**src/rtl/slotbus_pkg.sv**
```systemverilog
package slotbus_pkg;
  typedef enum logic [1:0] {
    ND_BUSY = 2'd0,
    ND_SKIP = 2'd1,
    ND_WAIT = 2'd2,
    ND_SEND = 2'd3
  } node_state_e;
endpackage

```
**src/rtl/round_start_det.sv**
```systemverilog
// Marks the first quiet cycle after the medium was in use.
// The cycle after reset also counts as a round start.
module round_start_det (
  input  logic clk,
  input  logic rst,
  input  logic bus_active,
  output logic round_start
);
  logic active_q;

  always_ff @(posedge clk) begin
    if (rst) active_q <= 1'b1;
    else     active_q <= bus_active;
  end

  assign round_start = active_q && !bus_active;

  a_r1_start_after_reset: assert property (@(posedge clk) disable iff (rst)
    $fell(rst) |-> round_start);
endmodule

```
**src/rtl/slot_counter.sv**
```systemverilog
// Counts idle cycles, restarts on activity, saturates at the limit.
module slot_counter #(
  parameter int LIMIT = 99,
  parameter int CW    = $clog2(LIMIT + 1)
) (
  input  logic          clk,
  input  logic          rst,
  input  logic          bus_active,
  output logic [CW-1:0] count
);
  localparam logic [CW-1:0] TOP = CW'(LIMIT);

  always_ff @(posedge clk) begin
    if (rst || bus_active) count <= '0;
    else if (count < TOP)  count <= count + 1'b1;
  end

  a_r2_clear_on_activity: assert property (@(posedge clk) disable iff (rst)
    bus_active |=> count == '0);
  a_r3_increment: assert property (@(posedge clk) disable iff (rst)
    (!bus_active && count < TOP) |=> count == CW'($past(count) + 1'b1));
  a_r3_saturate: assert property (@(posedge clk) disable iff (rst)
    (!bus_active && count == TOP) |=> count == TOP);
endmodule

```
**src/rtl/node_ctrl.sv**
```systemverilog
// Four-state access controller for one node; flags are registered.
module node_ctrl
  import slotbus_pkg::*;
#(
  parameter int PRIO = 1,
  parameter int CW   = 7
) (
  input  logic          clk,
  input  logic          rst,
  input  logic          round_start,
  input  logic          bus_active,
  input  logic          want,
  input  logic          msg_end,
  input  logic [CW-1:0] count,
  output logic          is_send,
  output logic          is_wait,
  output logic          is_skip
);
  localparam logic [CW-1:0] MY_SLOT = CW'(PRIO);

  node_state_e state_q, state_d;

  always_comb begin
    state_d = state_q;
    unique case (state_q)
      ND_BUSY: if (round_start) state_d = want ? ND_WAIT : ND_SKIP;
      ND_SKIP: if (bus_active) state_d = ND_BUSY;
      ND_WAIT: if (!bus_active && count == MY_SLOT) state_d = ND_SEND;
      ND_SEND: if (msg_end) state_d = ND_BUSY;
      default: state_d = ND_BUSY;
    endcase
  end

  always_ff @(posedge clk) begin
    if (rst) begin
      state_q <= ND_BUSY;
      is_send <= 1'b0;
      is_wait <= 1'b0;
      is_skip <= 1'b0;
    end else begin
      state_q <= state_d;
      is_send <= (state_d == ND_SEND);
      is_wait <= (state_d == ND_WAIT);
      is_skip <= (state_d == ND_SKIP);
    end
  end

  a_r5_busy_holds: assert property (@(posedge clk) disable iff (rst)
    (state_q == ND_BUSY && !round_start) |=> state_q == ND_BUSY);
  a_r6_skip_returns: assert property (@(posedge clk) disable iff (rst)
    (state_q == ND_SKIP && bus_active) |=> state_q == ND_BUSY);
  a_r7_wait_holds: assert property (@(posedge clk) disable iff (rst)
    (state_q == ND_WAIT && bus_active) |=> state_q == ND_WAIT);
  a_r7_grant_at_slot: assert property (@(posedge clk) disable iff (rst)
    $rose(is_send) |-> $past(count) == MY_SLOT);
  a_r8_send_holds: assert property (@(posedge clk) disable iff (rst)
    (state_q == ND_SEND && !msg_end) |=> is_send);
  a_r8_send_exits: assert property (@(posedge clk) disable iff (rst)
    (state_q == ND_SEND && msg_end) |=> state_q == ND_BUSY);
endmodule

```
**src/rtl/slot_bus_cluster.sv**
```systemverilog
module slot_bus_cluster #(
  parameter int NODES      = 4,
  parameter int SLOT_LIMIT = 99
) (
  input  logic             clk,
  input  logic             rst,
  input  logic [NODES-1:0] want_send,
  input  logic [NODES-1:0] msg_end,
  output logic [NODES-1:0] sending,
  output logic [NODES-1:0] waiting,
  output logic [NODES-1:0] skipping,
  output logic             bus_active
);
  localparam int CW = $clog2(SLOT_LIMIT + 1);

  logic          round_start;
  logic [CW-1:0] cnt [NODES];

  assign bus_active = |sending;

  round_start_det u_start (
    .clk         (clk),
    .rst         (rst),
    .bus_active  (bus_active),
    .round_start (round_start)
  );

  for (genvar i = 0; i < NODES; i++) begin : g_node
    slot_counter #(.LIMIT(SLOT_LIMIT), .CW(CW)) u_cnt (
      .clk        (clk),
      .rst        (rst),
      .bus_active (bus_active),
      .count      (cnt[i])
    );

    node_ctrl #(.PRIO(i + 1), .CW(CW)) u_ctrl (
      .clk         (clk),
      .rst         (rst),
      .round_start (round_start),
      .bus_active  (bus_active),
      .want        (want_send[i]),
      .msg_end     (msg_end[i]),
      .count       (cnt[i]),
      .is_send     (sending[i]),
      .is_wait     (waiting[i]),
      .is_skip     (skipping[i])
    );

    a_r9_counts_agree: assert property (@(posedge clk) disable iff (rst)
      cnt[i] == cnt[0]);
  end

  a_r9_single_sender: assert property (@(posedge clk) disable iff (rst)
    $onehot0(sending));
  a_r1_quiet_in_reset: assert property (@(posedge clk)
    $past(rst) |-> (sending == '0 && waiting == '0 && skipping == '0));
endmodule

```
**config.mk**
```make
export PLATFORM = sky130hd
export DESIGN_NAME = slot_bus_cluster
export DESIGN_NICKNAME = d
export VERILOG_FILES = /design/src/rtl/slotbus_pkg.sv /design/src/rtl/round_start_det.sv /design/src/rtl/slot_counter.sv /design/src/rtl/node_ctrl.sv /design/src/rtl/slot_bus_cluster.sv
export SDC_FILE = /design/constraint.sdc
export NUM_CORES = 1
export LEC_CHECK = 0
export ABC_AREA = 0
export BUFFER_PORTS_ARGS = -buffer_cell sky130_fd_sc_hd__buf_2
export CAP_MARGIN = 5
export CORE_MARGIN = 4
export CORE_UTILIZATION = 60
export CTS_CLUSTER_SIZE = 28
export DETAILED_ROUTE_END_ITERATION = 6
export GPL_TIMING_DRIVEN = 0
export PLACE_DENSITY = 0.86
export SYNTH_ARGS = -nofsm -noshare
export SYNTH_HDL_FRONTEND = slang
export SYNTH_SLANG_ARGS = --single-unit
```
**constraint.sdc**
```tcl
create_clock -name clk -period 3.7 [get_ports clk]
set_input_delay 0.185 -clock clk [delete_from_list [all_inputs] [get_ports clk]]
set_output_delay 0.185 -clock clk [all_outputs]
set_load 0.03 [all_outputs]
```
==> results.tsv <==
stage	metric	value	unit
layout	fillers	267	
placement	dpl.hpwl	2820	µm
die	core	3440	µm²
yosys	netlist_area	2220	µm²
layout	n_antenna_cell	0	
yosys	synth_xor_area_share	5.52	%
yosys	ys_ff_latch	49	
yosys	yosys_warnings	0	
timing	fin_tns_setup	0	ns
routing	drtIter0Drc	89	
die	die_x	68.9	µm
clock_tree	postCtsHoldBufs	0	
yosys	netlist_instances	241	
min_path	hold_class	input port to flop	
placement	dp_slack	1.88	ns
timing	setup_slack	1.85	ns
yosys	synth_top_family_by_area	simple AND/OR/NAND/NOR gates	
grt	grt_max_degree	16	
timing	report.final.slew_viol_count	0	
yosys	synth_common_cells	49 x dfxtp_1, 27 x nor2_1, 17 x nand2_1	
clock_tree	clk_path_buf_depth	2	
grt	track_usage	18.5	%
routing	routed-via-count	1765	
clock_tree	cts_setup_buffers	0	
yosys	synthAdderAreaFrac	3.94	%
clock_tree	clk_pin_slew_worst_paths	0.09	ns
yosys	syn_nets	258	
die	rows	21	
job	maxCapViolCount	0	
placement	dpl_cell_area	2390	µm²
worst_setup_path	critPathRequiredTime	3.95	ns
routing	wire_per_inst	12.4	µm
pwr	p_leak	1.07	nW
timing	setup_viol	0	
timing	tightest_slew	0.631	ns
outcome	status	finished, final reports clean	
yosys	ys.flop_type	dfxtp_1	
clock_tree	cts.sinks	49	
timing	period_share	50.1	%
yosys	synth-compound-area-share	14.8	%
clock_tree	root_buffer	clkbuf_8	
timing	min_period	1.85	ns
routing	drcViolationCount	0	
yosys	synthSimpleGateAreaFrac	23.8	%
placement	place_inst	309	
yosys	synth_edf_count	0	
die	die_h	68.9	µm
layout	fin_cells	317	
yosys	synth_top_area_cell	dfxtp_1	
worst_setup_path	crit_fanout	10	
placement	port_buffers	22	
routing	postRouteAntennaNets	0	
die	num_io_pins	23	
grt	overflow	0	
clock_tree	cts_made_buffers	5	
clock_tree	htreeDepth	2	
grt	grt_pass1_vias	1513	
routing	via_per_inst	5.57	
grt	antenna_found_initial	0	
clock_tree	cts.repair.resized	0	
clock_tree	clkLatencyLatePin	0.31	ns
timing	rsz0062_at_grt	false	
layout	layout-drive-gt1-share	19.2	%
routing	first_pass_iters	4	
yosys	yosysTopAreaCellShare	44.1	%
pwr	power_density	748	nW/µm²
die	dieArea	4740	µm²
yosys	netlist_top_cells_area	dfxtp_1 44%, nor2_1 4.6%, xor2_1 4.3%	
worst_setup_path	critPathKind	flop to flop	
timing	skew	0.00958	ns
worst_setup_path	cp-end-kind	flop	
timing	fmax	0.540	GHz
layout	design_area	2480	µm²
timing	slew_headroom	57.6	%
yosys	syn_area_per_cell	9.22	µm²
yosys	seq_area_frac_synth	44.1	%
pwr	total_power	0.00185	W
die	start_util	64.6	%
layout	area_growth	11.4	%
clock_tree	cts_tree	yes	
pwr	ir_worst_vdd	295	µV
layout	layout.nets	287	
timing	finalHoldViolations	0	
worst_setup_path	cp.arrival	2.10	ns
yosys	synth_most_common_cell	dfxtp_1	
routing	routed_wl	3920	µm
layout	multi_input_area	1090	µm²
placement	routabilityCongestion	0.822	
yosys	synth.mux.area_fraction	0.901	%
grt	grt_pass1_wl	6530	µm
yosys	yosysUniqueCellTypes	46	
yosys	ys_async_sr_fraction	0	%
worst_setup_path	critPathLaunchType	flop	
layout	seqCellArea	981	µm²
## path summary, 6_finish.rpt
path	cells past startpoint	slack, ns	end	from
worst max-delay path	5	1.85	g_node[3].u_ctrl.is_skip$_SDFF_PP0_	g_node[1].u_ctrl.is_send$_SDFF_PP0_
worst min-delay path	3	0.23	g_node[2].u_ctrl.state_q[1]$_SDFF_PP0_	rst
worst max register to register	5	1.85	g_node[3].u_ctrl.is_skip$_SDFF_PP0_	g_node[1].u_ctrl.is_send$_SDFF_PP0_
worst min register to register	2	0.52	g_node[1].u_cnt.count[6]$_SDFFE_PP0N_	g_node[1].u_cnt.count[6]$_SDFFE_PP0N_
## kinds of logic after synthesis
kind of cell             count (synthesis)
AND/OR/NAND/NOR                         94
buffers and inverters                   28
multiplexers                             2
adder cells (fa/ha/maj)                  7
flip-flops                              49
AO/OA/AOI/OAI                           47
XOR/XNOR                                14
## where the power goes
group          total, W  switching (W)  internal, W  leakage (nW)
clock          0.000306       0.000175     0.000131        0.0439
combinational  0.000758       0.000443     0.000316         0.627
sequential     0.000787       0.000127     0.000660         0.400
total           0.00185       0.000745      0.00111          1.07
## registers in the layout, summed over array words and instances (netlist names)
name	count
g_node.u_cnt.count	28
g_node.u_ctrl.is_send	4
g_node.u_ctrl.is_skip	4
g_node.u_ctrl.is_wait	4
g_node.u_ctrl.state_q	8
u_start.active_q	1
## layer usage
layer	wire, µm	vias up	global-route usage, %
li1	-	899	-
met4	62	0	7.79
met5	0	-	0
met2	1820	47	29.8
met1	1800	811	23.0
met3	237	8	5.51
## final cells by class
type	count	area share, %
Clock inverter	3	0.707
Buffer	17	4.55
Tap cell	46	2.32
Multi-Input combinational cell	164	43.9
Sequential cell	49	39.6
Timing Repair Buffer	22	4.45
Clock buffer	5	2.78
Inverter	11	1.67
## cells in the final DEF (no fill, tap or decap), drive strengths merged, types with 2 or more instances in the layout
| cell type | netlist | layout |
|---|---|---|
| ha | 7 | 7 |
| a21oi | 10 | 10 |
| nand2b | 3 | 3 |
| nor4bb | 3 | 3 |
| inv | 11 | 11 |
| nand3 | 3 | 3 |
| a211oi | 4 | 4 |
| nor3 | 6 | 6 |
| and3b | 6 | 6 |
| a21o | 3 | 3 |
| or3 | 3 | 3 |
| mux2i | 2 | 2 |
| and3 | 5 | 5 |
| a21boi | 2 | 2 |
| and2 | 4 | 4 |
| nand2 | 17 | 17 |
| a31oi | 12 | 12 |
| nor2b | 4 | 4 |
| nand4 | 6 | 6 |
| xnor2 | 3 | 3 |
| a211o | 2 | 2 |
| nor4b | 2 | 2 |
| buf | 15 | 37 |
| o22ai | 2 | 2 |
| dfxtp | 49 | 49 |
| o21ai | 2 | 2 |
| a31o | 2 | 2 |
| nor2 | 27 | 27 |
| clkbuf | 2 | 7 |
| clkinv | 0 | 2 |
| xor2 | 11 | 11 |
## critical path: stages, from the launching register on
cell     delay [ns]
dfxtp_1        0.34
nor4_4         0.61
inv_2          0.16
nor4b_2        0.34
a211o_1        0.19
and3b_1        0.16
## stage by stage
step	hold WS, ns	utilization [%]
6_report	0.228	71.9
4_1_cts	0.214	71.9
3_5_place_dp	0.477	69.4
3_3_place_gp	0.464	69.4
5_1_grt	0.236	71.9
2_1_floorplan	0.365	-
No activity file was read; power rests on OpenSTA's default activity.
